`config.mk`:
```
export PLATFORM = sky130hd
export DESIGN_NAME = bitclk_gen
export DESIGN_NICKNAME = d
export VERILOG_FILES = /design/src/rtl/bitclk_pkg.sv /design/src/rtl/bitclk_rst_sync.sv /design/src/rtl/bitclk_sel_capture.sv /design/src/rtl/bitclk_toggle.sv /design/src/rtl/bitclk_byte_strobe.sv /design/src/rtl/bitclk_gen.sv
export SDC_FILE = /design/constraint.sdc
export NUM_CORES = 1
export LEC_CHECK = 0
export BUFFER_PORTS_ARGS = -buffer_cell sky130_fd_sc_hd__buf_2
export CORE_AREA = 2 2 39 41
export DETAILED_ROUTE_END_ITERATION = 12
export DIE_AREA = 0 0 41 43
export GPL_ROUTABILITY_DRIVEN = 1
export SYNTH_ARGS = -nofsm -noshare
export SYNTH_HDL_FRONTEND = slang
export SYNTH_SLANG_ARGS = --single-unit
```
`constraint.sdc`:
```
create_clock -name clk_i -period 0.8 [get_ports clk_i]
set_input_delay 0.04 -clock clk_i [delete_from_list [all_inputs] [get_ports clk_i]]
set_output_delay 0.04 -clock clk_i [all_outputs]
set_load 0.005 [all_outputs]
```
`src/rtl/bitclk_pkg.sv`:
```
package bitclk_pkg;

  // Bit-clock periods in one byte strobe cycle
  localparam int unsigned BYTE_LEN_DEF = 8;

  // Reset synchronizer depth
  localparam int unsigned SYNC_STAGES_DEF = 2;

  typedef enum logic {
    GEN_IDLE = 1'b0,
    GEN_RUN  = 1'b1
  } gen_state_e;

endpackage

```
`src/rtl/bitclk_rst_sync.sv`:
```
module bitclk_rst_sync #(
  parameter int unsigned STAGES = 2
) (
  input  logic clk_i,
  input  logic rst_ni,
  output logic rst_no
);

  logic [STAGES-1:0] sync_q;
  logic [STAGES-1:0] sync_d;

  always_comb begin
    sync_d = {sync_q[STAGES-2:0], 1'b1};
  end

  always_ff @(posedge clk_i or negedge rst_ni) begin
    if (!rst_ni) begin
      sync_q <= '0;
    end else begin
      sync_q <= sync_d;
    end
  end

  assign rst_no = sync_q[STAGES-1];

endmodule

```
`src/rtl/bitclk_sel_capture.sv`:
```
module bitclk_sel_capture (
  input  logic clk_i,
  input  logic rst_ni,
  input  logic sel_i,
  output logic sel_o
);

  logic sel_q;

  // Falling-edge sample of the select input
  always_ff @(negedge clk_i or negedge rst_ni) begin
    if (!rst_ni) begin
      sel_q <= 1'b0;
    end else begin
      sel_q <= sel_i;
    end
  end

  assign sel_o = sel_q;

endmodule

```
`src/rtl/bitclk_toggle.sv`:
```
module bitclk_toggle
  import bitclk_pkg::*;
(
  input  logic clk_i,
  input  logic rst_ni,
  input  logic sel_seen_i,
  output logic run_o,
  output logic rise_o,
  output logic half_o
);

  gen_state_e state_q, state_d;
  logic       half_q, half_d;
  logic       tgl_en;

  always_comb begin
    tgl_en  = (state_q == GEN_RUN) || sel_seen_i;
    state_d = tgl_en ? GEN_RUN : state_q;
    half_d  = tgl_en ? ~half_q : half_q;
    rise_o  = tgl_en && !half_q;
  end

  always_ff @(posedge clk_i or negedge rst_ni) begin
    if (!rst_ni) begin
      state_q <= GEN_IDLE;
      half_q  <= 1'b0;
    end else begin
      state_q <= state_d;
      half_q  <= half_d;
    end
  end

  assign run_o  = (state_q == GEN_RUN);
  assign half_o = half_q;

endmodule

```
`src/rtl/bitclk_byte_strobe.sv`:
```
module bitclk_byte_strobe #(
  parameter int unsigned BYTE_LEN = 8
) (
  input  logic clk_i,
  input  logic rst_ni,
  input  logic run_i,
  input  logic rise_i,
  output logic strb_o,
  output logic strb_n_o
);

  localparam int unsigned CNT_W = (BYTE_LEN > 1) ? $clog2(BYTE_LEN) : 1;
  localparam logic [CNT_W-1:0] LAST_IDX = CNT_W'(BYTE_LEN - 1);

  logic [CNT_W-1:0] idx_q, idx_d;
  logic             hi_q, hi_d;
  logic             lo_q;

  always_comb begin
    idx_d = idx_q;
    hi_d  = hi_q;
    if (!run_i) begin
      idx_d = '0;
    end
    if (rise_i) begin
      if (run_i) begin
        idx_d = (idx_q == LAST_IDX) ? '0 : idx_q + CNT_W'(1);
      end else begin
        idx_d = '0;
      end
      hi_d = (idx_d == LAST_IDX);
    end
  end

  always_ff @(posedge clk_i or negedge rst_ni) begin
    if (!rst_ni) begin
      idx_q <= '0;
      hi_q  <= 1'b0;
      lo_q  <= 1'b1;
    end else begin
      idx_q <= idx_d;
      hi_q  <= hi_d;
      lo_q  <= ~hi_d;
    end
  end

  assign strb_o   = hi_q;
  assign strb_n_o = lo_q;

endmodule

```
`src/rtl/bitclk_gen.sv`:
```
module bitclk_gen
  import bitclk_pkg::*;
#(
  parameter int unsigned BYTE_LEN    = BYTE_LEN_DEF,
  parameter int unsigned SYNC_STAGES = SYNC_STAGES_DEF
) (
  input  logic clk_i,
  input  logic rst_ni,
  input  logic blk_sel_i,
  output logic bit_clk_o,
  output logic byte_strb_o,
  output logic byte_strb_n_o
);

  logic rst_sync_n;
  logic sel_seen;
  logic run;
  logic rise;

  bitclk_rst_sync #(
    .STAGES (SYNC_STAGES)
  ) i_rst_sync (
    .clk_i  (clk_i),
    .rst_ni (rst_ni),
    .rst_no (rst_sync_n)
  );

  bitclk_sel_capture i_sel_cap (
    .clk_i  (clk_i),
    .rst_ni (rst_sync_n),
    .sel_i  (blk_sel_i),
    .sel_o  (sel_seen)
  );

  bitclk_toggle i_toggle (
    .clk_i      (clk_i),
    .rst_ni     (rst_sync_n),
    .sel_seen_i (sel_seen),
    .run_o      (run),
    .rise_o     (rise),
    .half_o     (bit_clk_o)
  );

  bitclk_byte_strobe #(
    .BYTE_LEN (BYTE_LEN)
  ) i_strobe (
    .clk_i    (clk_i),
    .rst_ni   (rst_sync_n),
    .run_i    (run),
    .rise_i   (rise),
    .strb_o   (byte_strb_o),
    .strb_n_o (byte_strb_n_o)
  );

endmodule

```
Yosys cells after proc, flatten, opt, wreduce, memory -nomap -nowiden --
Cells that the tools add are included.
Storage, ports and cells: memory bits (read-only) 0, memory bits (writable) 0, word-level logic and storage cells 22, memories kept 0, latch bits 0, output and inout bits 3, input bits 3, flip-flop bits (word level) 10
Operators by class: equal/unequal tests 3, bitwise logic cells 2, order comparisons 0, multipliers 0, divide/modulo/power cells 0, reductions and logical operators 3, mux-type cells 6, add/subtract/negate cells 1, shift operators 0
Operators with widths (count):
- $mux W3 | 5
- $eq A3 B3 Y1 const B | 2
- $add A3 B1 Y3 const B | 1
- $ne A2 B1 Y1 const B | 1
- $not A1 Y1 | 2
- $logic_and A1 B1 Y1 | 1
- $logic_not A1 Y1 | 1
- $logic_or A1 B1 Y1 | 1
- $mux W1 | 1

Depth between registers and ports, before layout --
Gate-level depths: netlist of the first run.
depth after elaboration 7, depth in mapped cells 4, mapped depth without buffers 4

Hierarchy --
From an unflattened synthesis of the first run, not the netlist that was laid out.
Second synthesis, totals: cells, all modules 29, area, all modules 411.6 µm²
Modules (own cells, without submodules):
- bitclk_byte_strobe | seq. area each 126.4 µm², cells an instance 19, area an instance 260.2 µm², times used 1
- bitclk_toggle | seq. area each 50.0 µm², cells an instance 6, area an instance 72.6 µm², times used 1
- bitclk_rst_sync | seq. area each 50.0 µm², cells an instance 3, area an instance 53.8 µm², times used 1
- bitclk_sel_capture | seq. area each 25.0 µm², cells an instance 1, area an instance 25.0 µm², times used 1

==> results of run 1 <==
[where the power goes]
part | switching (mW) | internal, mW | total (mW)
Sequential | 0.0656 | 0.637 | 0.703
Clock | 0.173 | 0.276 | 0.450
Combinational | 0.303 | 0.423 | 0.726
[through the flow]
stage	setup slack [ns]	hold WS (ns)	TNS [ns]
3_5_place_dp	-0.492	-0.174	-2.66
2_1_floorplan	-0.437	-0.256	-2.33
6_report	-0.480	0.0771	-2.90
4_1_cts	-0.494	0.0680	-3.02
3_3_place_gp	-0.464	-0.176	-2.48
5_1_grt	-0.528	0.0890	-3.31
[layer usage]
layer / global-route usage, % / vias up
met5: 0 / -
met4: 10.0 / 0
met3: 1.57 / 0
met2: 16.3 / 4
met1: 10.7 / 121
li1: - / 123
[worst max-delay path by stage]
stage | end | depth (start not counted)
2_1_floorplan | i_strobe.strb_n_o | 4
3_3_place_gp | flop | 4
3_5_place_dp | flop | 4
4_1_cts | i_strobe.strb_n_o | 4
5_1_grt | i_strobe.strb_n_o | 4
6_report | i_strobe.strb_n_o | 4
[layout make-up]
| class | instances | area, um2 |
|---|---|---|
| clock buffer | 4 | 36.3 |
| fill | 136 | 826 |
| multi-input combinational | 16 | 153 |
| sequential | 10 | 251 |
| tap | 16 | 20.0 |
| timing repair buffer | 13 | 97.6 |
[state kept, by name, indices dropped and copies added (netlist names), named ones only]
signal and count:
i_strobe.strb_n_o 1, i_toggle.half_o 1, i_sel_cap.sel_o 1, i_strobe.idx_q 3, i_toggle.run_o 1, i_rst_sync.sync_q 2
[cells in the mapped netlist (all sizes together)]
cell type,n
or3,1
o21bai,1
dfrtn,1
dfstp,1
mux2i,2
a21boi,1
nor2b,2
xor2,1
or2,1
o2bb2ai,1
a2bb2oi,1
nand2,1
buf,1
nand3,1
conb,1
dfrtp,8
ha,2
[cells by family after synthesis]
group	after synthesis	share of synthesized area [%]
XOR/XNOR	1	2.22
AO/OA/AOI/OAI	4	9.18
other	1	0.948
flip-flops	10	63.6
adder cells (fa/ha/maj)	2	6.33
AND/OR/NAND/NOR	6	9.81
multiplexers	2	5.06
buffers and inverters	1	2.85
[timing repair]
item	in CTS	in global routing
endpoints found under the setup margin	10	10
buffers inserted	3	0
pin swaps	1	0
endpoints found under the hold margin	2	0
cloned	0	0
resized for setup	3	0
hold buffers	1	0
[critical path: stages, from the launching register on]
cell	delay [ns]
dfrtp_1	0.39
ha_2	0.18
ha_2	0.15
or3_4	0.35
a2bb2oi_2	0.14
==> metrics.md, run 1 <==
| Metric | Value |
|---|---|
| Status | finished, violations left |
| Violated checks | negative setup slack |
| H-tree levels | 1 |
| Remaining DRCs | 0 |
| Worst setup path class | reg2reg |
| Antenna viol nets, final | 0 |
| M1 WL | 243 um |
| Row count | 14 |
| RSZ-0062 raised after global routing | yes |
| Period utilization | 160% |
| Crit path from | i_strobe.idx_q[0] |
| DR WL/cell | 10.6 um |
| All-Layer GR Usage | 10.3% |
| Vias in the first global route | 305 |
| Most frequent cells in the layout | dfrtp_1 (8), buf_4 (6), buf_2 (4) |
| Drt pass-1 iters | 1 |
| Largest net degree at the start of global routing | 8 |
| Drt total wl | 624 um |
| Synth unique cells | 17 |
| Wire length on met3 | 19 um |
| Remaining global-route overflow | 0 |
| Seq/Total Area, Yosys | 63.6% |
| Cell Area, Placed | 473 um2 |
| DRT iter0 DRCs | 0 |
| Clock-pin slew on the worst setup and hold paths | 0.07 ns |
| Share of layout cells above drive strength 1 | 55.8% |
| CP Max Fanout | 3 |
| Max-slew violations | 0 |
| Post-synthesis cell area | 395 um2 |
| Port bufs | 5 |
| Die H | 43 um |
| Worst Skew | 0.0107 ns |
| Final instance area | 558 um2 |
| CP startpoint kind | flop |
| CTS tree | done |
| RR Startpoint | i_strobe.idx_q[0] |
| CP required | 0.99 ns |
| CP Data Arrival Time | 1.47 ns |
| Diodes inserted | 0 |
| Class of the worst hold path | in2async |
| Top post-synthesis cells by area | dfrtp_1 (51%), dfstp_2 (6.6%), dfrtn_1 (6.3%) |
| Commonest non-fill, non-tap cell in the layout | dfrtp_1 |
| Avg Synthesized Cell Area | 14.6 um2 |
| CTS sink cnt | 10 |
| Core area | 0.00138 mm2 |
| Worst Setup End Kind | flop |
| Worst-skew pair later-pin latency | 0.27 ns |
| Worst reg-to-reg setup slack | -0.48 ns |
| Initial Util | 28.6% |
| Syn-to-layout area delta | 41.1% |
| Flops & latches, synth | 10 |
| Synth Warn # | 0 |
| WL met2 | 361 um |
| Final Non-Filler Cells | 59 |
| R2R depth | 4 |
| DIE AREA | 0.00176 mm2 |
| Clock Path Buffers | 2 |
| P per Cell Area | 3370 mW/mm2 |
| Cell leakage power | 0.254 nW |
| Top routing layer used | met3 |
| Max-cap viol count | 0 |
| Die Width | 41 um |
| Final Total Pwr | 1.88 mW |
| Final setup vio count | 9 |
| Post-route worst setup slack | -0.480 ns |
| Area share of the largest cell type after synthesis | 50.6% |
| Max Fclk | 781 MHz |
| GPL Wtd Cong | 0.629 |
| Synthesized instance count | 27 |
| I/O Pins | 6 |
| RR Endpoint | i_strobe.strb_n_o |
| Vias per cell | 4.20 |
| TritonCTS Buffers | 3 |
| Root buffer cell | clkbuf_4 |
| Initial antenna violation count | 0 |
| Final net count | 49 |
| VDD IR max | 1.08 mV |
| Via count | 248 |
| Period minus WS final | 1.28 ns |
| Leading area contributor after synthesis | dfrtp_1 |
| First-pass GRT wire length | 1170 um |
| DP Cell Count | 51 |
| Post-Route Utilization | 40.3% |
| Post-synthesis net count | 32 |
| Final Hold Fails | 0 |
No activity file was read; power rests on OpenSTA's default activity.
==> run 2: changes to the inputs <==
Settings changed: GPL_TIMING_DRIVEN set to 0.
==> run 2 against run 1 <==
Largest power group is now registers. Setup slack got worse by 0.015 ns. Highest routed layer unchanged. Cell count fell by 6.8%. The run still ends with negative setup slack left. Sequential cell count did not move.
==> metrics.md, run 2 (synthesized netlist as in run 1, its figures left out) <==
| Metric | Value |
|---|---|
| Die H | 43 um (unchanged) |
| Clock-pin slew on the worst setup and hold paths | 0.06 ns (was 0.07 ns) |
| Max FFs per register | 3 (unchanged) |
| P per Cell Area | 3500 mW/mm2 (was 3370 mW/mm2) |
| Antenna viol nets, final | 0 (unchanged) |
| Via count | 233 (was 248) |
| Final Hold Fails | 0 (unchanged) |
| First-pass GRT wire length | 1030 um (was 1170 um) |
| Worst Skew | 0.0100 ns (was 0.0107 ns) |
| CP Data Arrival Time | 1.48 ns (was 1.47 ns) |
| RSZ-0062 raised after global routing | yes (unchanged) |
| CP Max Fanout | 3 (unchanged) |
| DRT iter0 DRCs | 0 (unchanged) |
| Commonest non-fill, non-tap cell in the layout | dfrtp_1 (unchanged) |
| Max-cap viol count | 0 (unchanged) |
| CTS tree | done (unchanged) |
| Diodes inserted | 0 (unchanged) |
| Most frequent cells in the layout | dfrtp_1 (8), buf_2 (5), clkbuf_4 (3) (was dfrtp_1 (8), buf_4 (6), buf_2 (4)) |
| Share of layout cells above drive strength 1 | 51.3% (was 55.8%) |
| Post-route worst setup slack | -0.495 ns (was -0.480 ns) |
| Final setup vio count | 9 (unchanged) |
| Reg with most FFs | i_strobe.idx_q (unchanged) |
| Dpl ws | -0.497 ns (was -0.492 ns) |
| H-tree levels | 1 (unchanged) |
| Core area | 0.00138 mm2 (unchanged) |
| Remaining DRCs | 0 (unchanged) |
| Final instance area | 542 um2 (was 558 um2) |
| Period utilization | 162% (was 160%) |
| Initial antenna violation count | 0 (unchanged) |
| Vias in the first global route | 273 (was 305) |
| R2R depth | 4 (unchanged) |
| Violated checks | negative setup slack (unchanged) |
| Status | finished, violations left (unchanged) |
| Net Sw Frac | 29.4% (was 28.9%) |
| Crit path from | i_strobe.idx_q[0] (unchanged) |
| Root buffer cell | clkbuf_4 (unchanged) |
| Syn-to-layout area delta | 37.0% (was 41.1%) |
| Row count | 14 (unchanged) |
| CP endpoint | i_strobe.strb_n_o (unchanged) |
| Comb power frac | 37.3% (was 38.6%) |
| CP peak stage delay | 0.42 ns (was 0.39 ns) |
| Hpwl dp | 404 um |
| Largest net degree at the start of global routing | 9 (was 8) |
| Final Total Pwr | 1.90 mW (was 1.88 mW) |
| DIE AREA | 0.00176 mm2 (unchanged) |
| Worst-skew pair later-pin latency | 0.27 ns (about the same) |
| Max Fclk | 772 MHz (was 781 MHz) |
| Cell internal pwr | 1.34 mW (about the same) |
| RR Endpoint | i_strobe.strb_n_o (unchanged) |
| Final net count | 45 (was 49) |
| Class of the worst hold path | in2async (unchanged) |
| CP required | 0.99 ns (about the same) |
| Regs by FF count | i_strobe.idx_q: 3 flops, i_rst_sync.sync_q: 2 flops (unchanged) |
| Drt total wl | 585 um (was 624 um) |
| Worst reg-to-reg setup slack | -0.50 ns (was -0.48 ns) |
| All-Layer GR Usage | 8.69% (was 10.3%) |
| Clock Path Buffers | 2 (unchanged) |
| Sequential Power Share | 39.3% (was 37.4%) |
| Vias per cell | 4.24 (was 4.20) |
| Worst setup path class | reg2reg (unchanged) |
| Worst Setup End Kind | flop (unchanged) |
| Port bufs | 5 (unchanged) |
| Clock share of power | 23.4% (was 23.9%) |
| Remaining global-route overflow | 0 (unchanged) |
| Drt pass-1 iters | 1 (unchanged) |
| DR WL/cell | 10.6 um (about the same) |
| Period minus WS final | 1.30 ns (was 1.28 ns) |
| Cell Area, Placed | 454 um2 (was 473 um2) |
| Initial Util | 28.6% (unchanged) |
| RR Startpoint | i_strobe.idx_q[0] (unchanged) |
| Critical path cell sequence | ha_4 > ha_4 > or3_4 > a2bb2oi_2 (was ha_2 > ha_2 > or3_4 > a2bb2oi_2) |
| CP startpoint kind | flop (unchanged) |
| # fillers | 141 (was 136) |
| Crit path top cell by count | ha_4 (was ha_2) |
| CTS sink cnt | 10 (unchanged) |
| Cell leakage power | 0.237 nW (was 0.254 nW) |
| I/O Pins | 6 (unchanged) |
| Crit-path slowest cell | dfrtp_1 (unchanged) |
| GPL Wtd Cong | 0.694 (was 0.629) |
| TritonCTS Buffers | 3 (unchanged) |
| Sw power | 0.558 mW (was 0.542 mW) |
| Die Width | 41 um (unchanged) |
| VDD IR max | 1.19 mV (was 1.08 mV) |
| Max-slew violations | 0 (unchanged) |
run 2: cell types whose count changed in the layout (fill, tap and decap cells not counted):
cell   delta
buf_2     +1
buf_4     -4
buf_6     -1
ha_2      -2
ha_4      +2
run 2: metrics by stage:
step	hold slack [ns]	util, %	cells	TNS (ns)
finish	0.0854	39.2	55	-2.76
global route	0.0843	39.2	55	-3.18
CTS	0.0701	37.7	55	-2.88
detailed placement	-0.172	32.8	48	-2.60
global placement	-0.176	32.8	48	-2.54
floorplan	-0.256	-	27	-2.33
run 2: cell type report:
class	count	area, um2	area share [%]
sequential	10	251	46.4
buffer	1	11.3	2.08
clock buffer	4	36.3	6.70
tap	16	20.0	3.70
timing repair buffer	8	50.0	9.24
multi-input combinational	16	173	31.9
run 2: metal layers:
layer | vias up | track usage, % | share of wire, %
met1 | 113 | 10.9 | 42
met5 | - | 0 | 0
li1 | 116 | - | -
met3 | 0 | 1.57 | 3.4
met2 | 4 | 12.8 | 55
met4 | 0 | 6.00 | 0
run 2: worst min path at each step:
stage / to / slack, ns
2_1_floorplan: i_rst_sync.sync_q[0] / -0.26
3_3_place_gp: i_rst_sync.sync_q[0] / -0.18
3_5_place_dp: i_rst_sync.sync_q[1] / -0.17
4_1_cts: i_rst_sync.sync_q[1] / 0.07
5_1_grt: i_rst_sync.sync_q[1] / 0.08
6_report: i_rst_sync.sync_q[0] / 0.09
run 2: critical path: cells and delay by family (launching register included):
family	cells	cell delay, ns
flip-flops	1	0.42
AND/OR/NAND/NOR	1	0.35
adder cells (fa/ha/maj)	2	0.32
AO/OA/AOI/OAI	1	0.14
run 2: repair_timing:
| action | CTS | global route |
|---|---|---|
| hold endpoints to repair | 2 | 0 |
| buffers inserted | 2 | 0 |
| hold buffers | 1 | 0 |
| pin swaps | 0 | 2 |
| setup endpoints to repair | 10 | 10 |
| gates resized for setup | 1 | 2 |
run 2: power groups by stage:
stage / Sequential (mW) / Combinational (mW) / Clock (mW)
detailed placement: 0.731 / 0.549 / 0
CTS: 0.710 / 0.643 / 0.466
finish: 0.746 / 0.707 / 0.444
global placement: 0.722 / 0.534 / 0
global route: 0.765 / 0.801 / 0.484
floorplan: 0.717 / 0.443 / 0
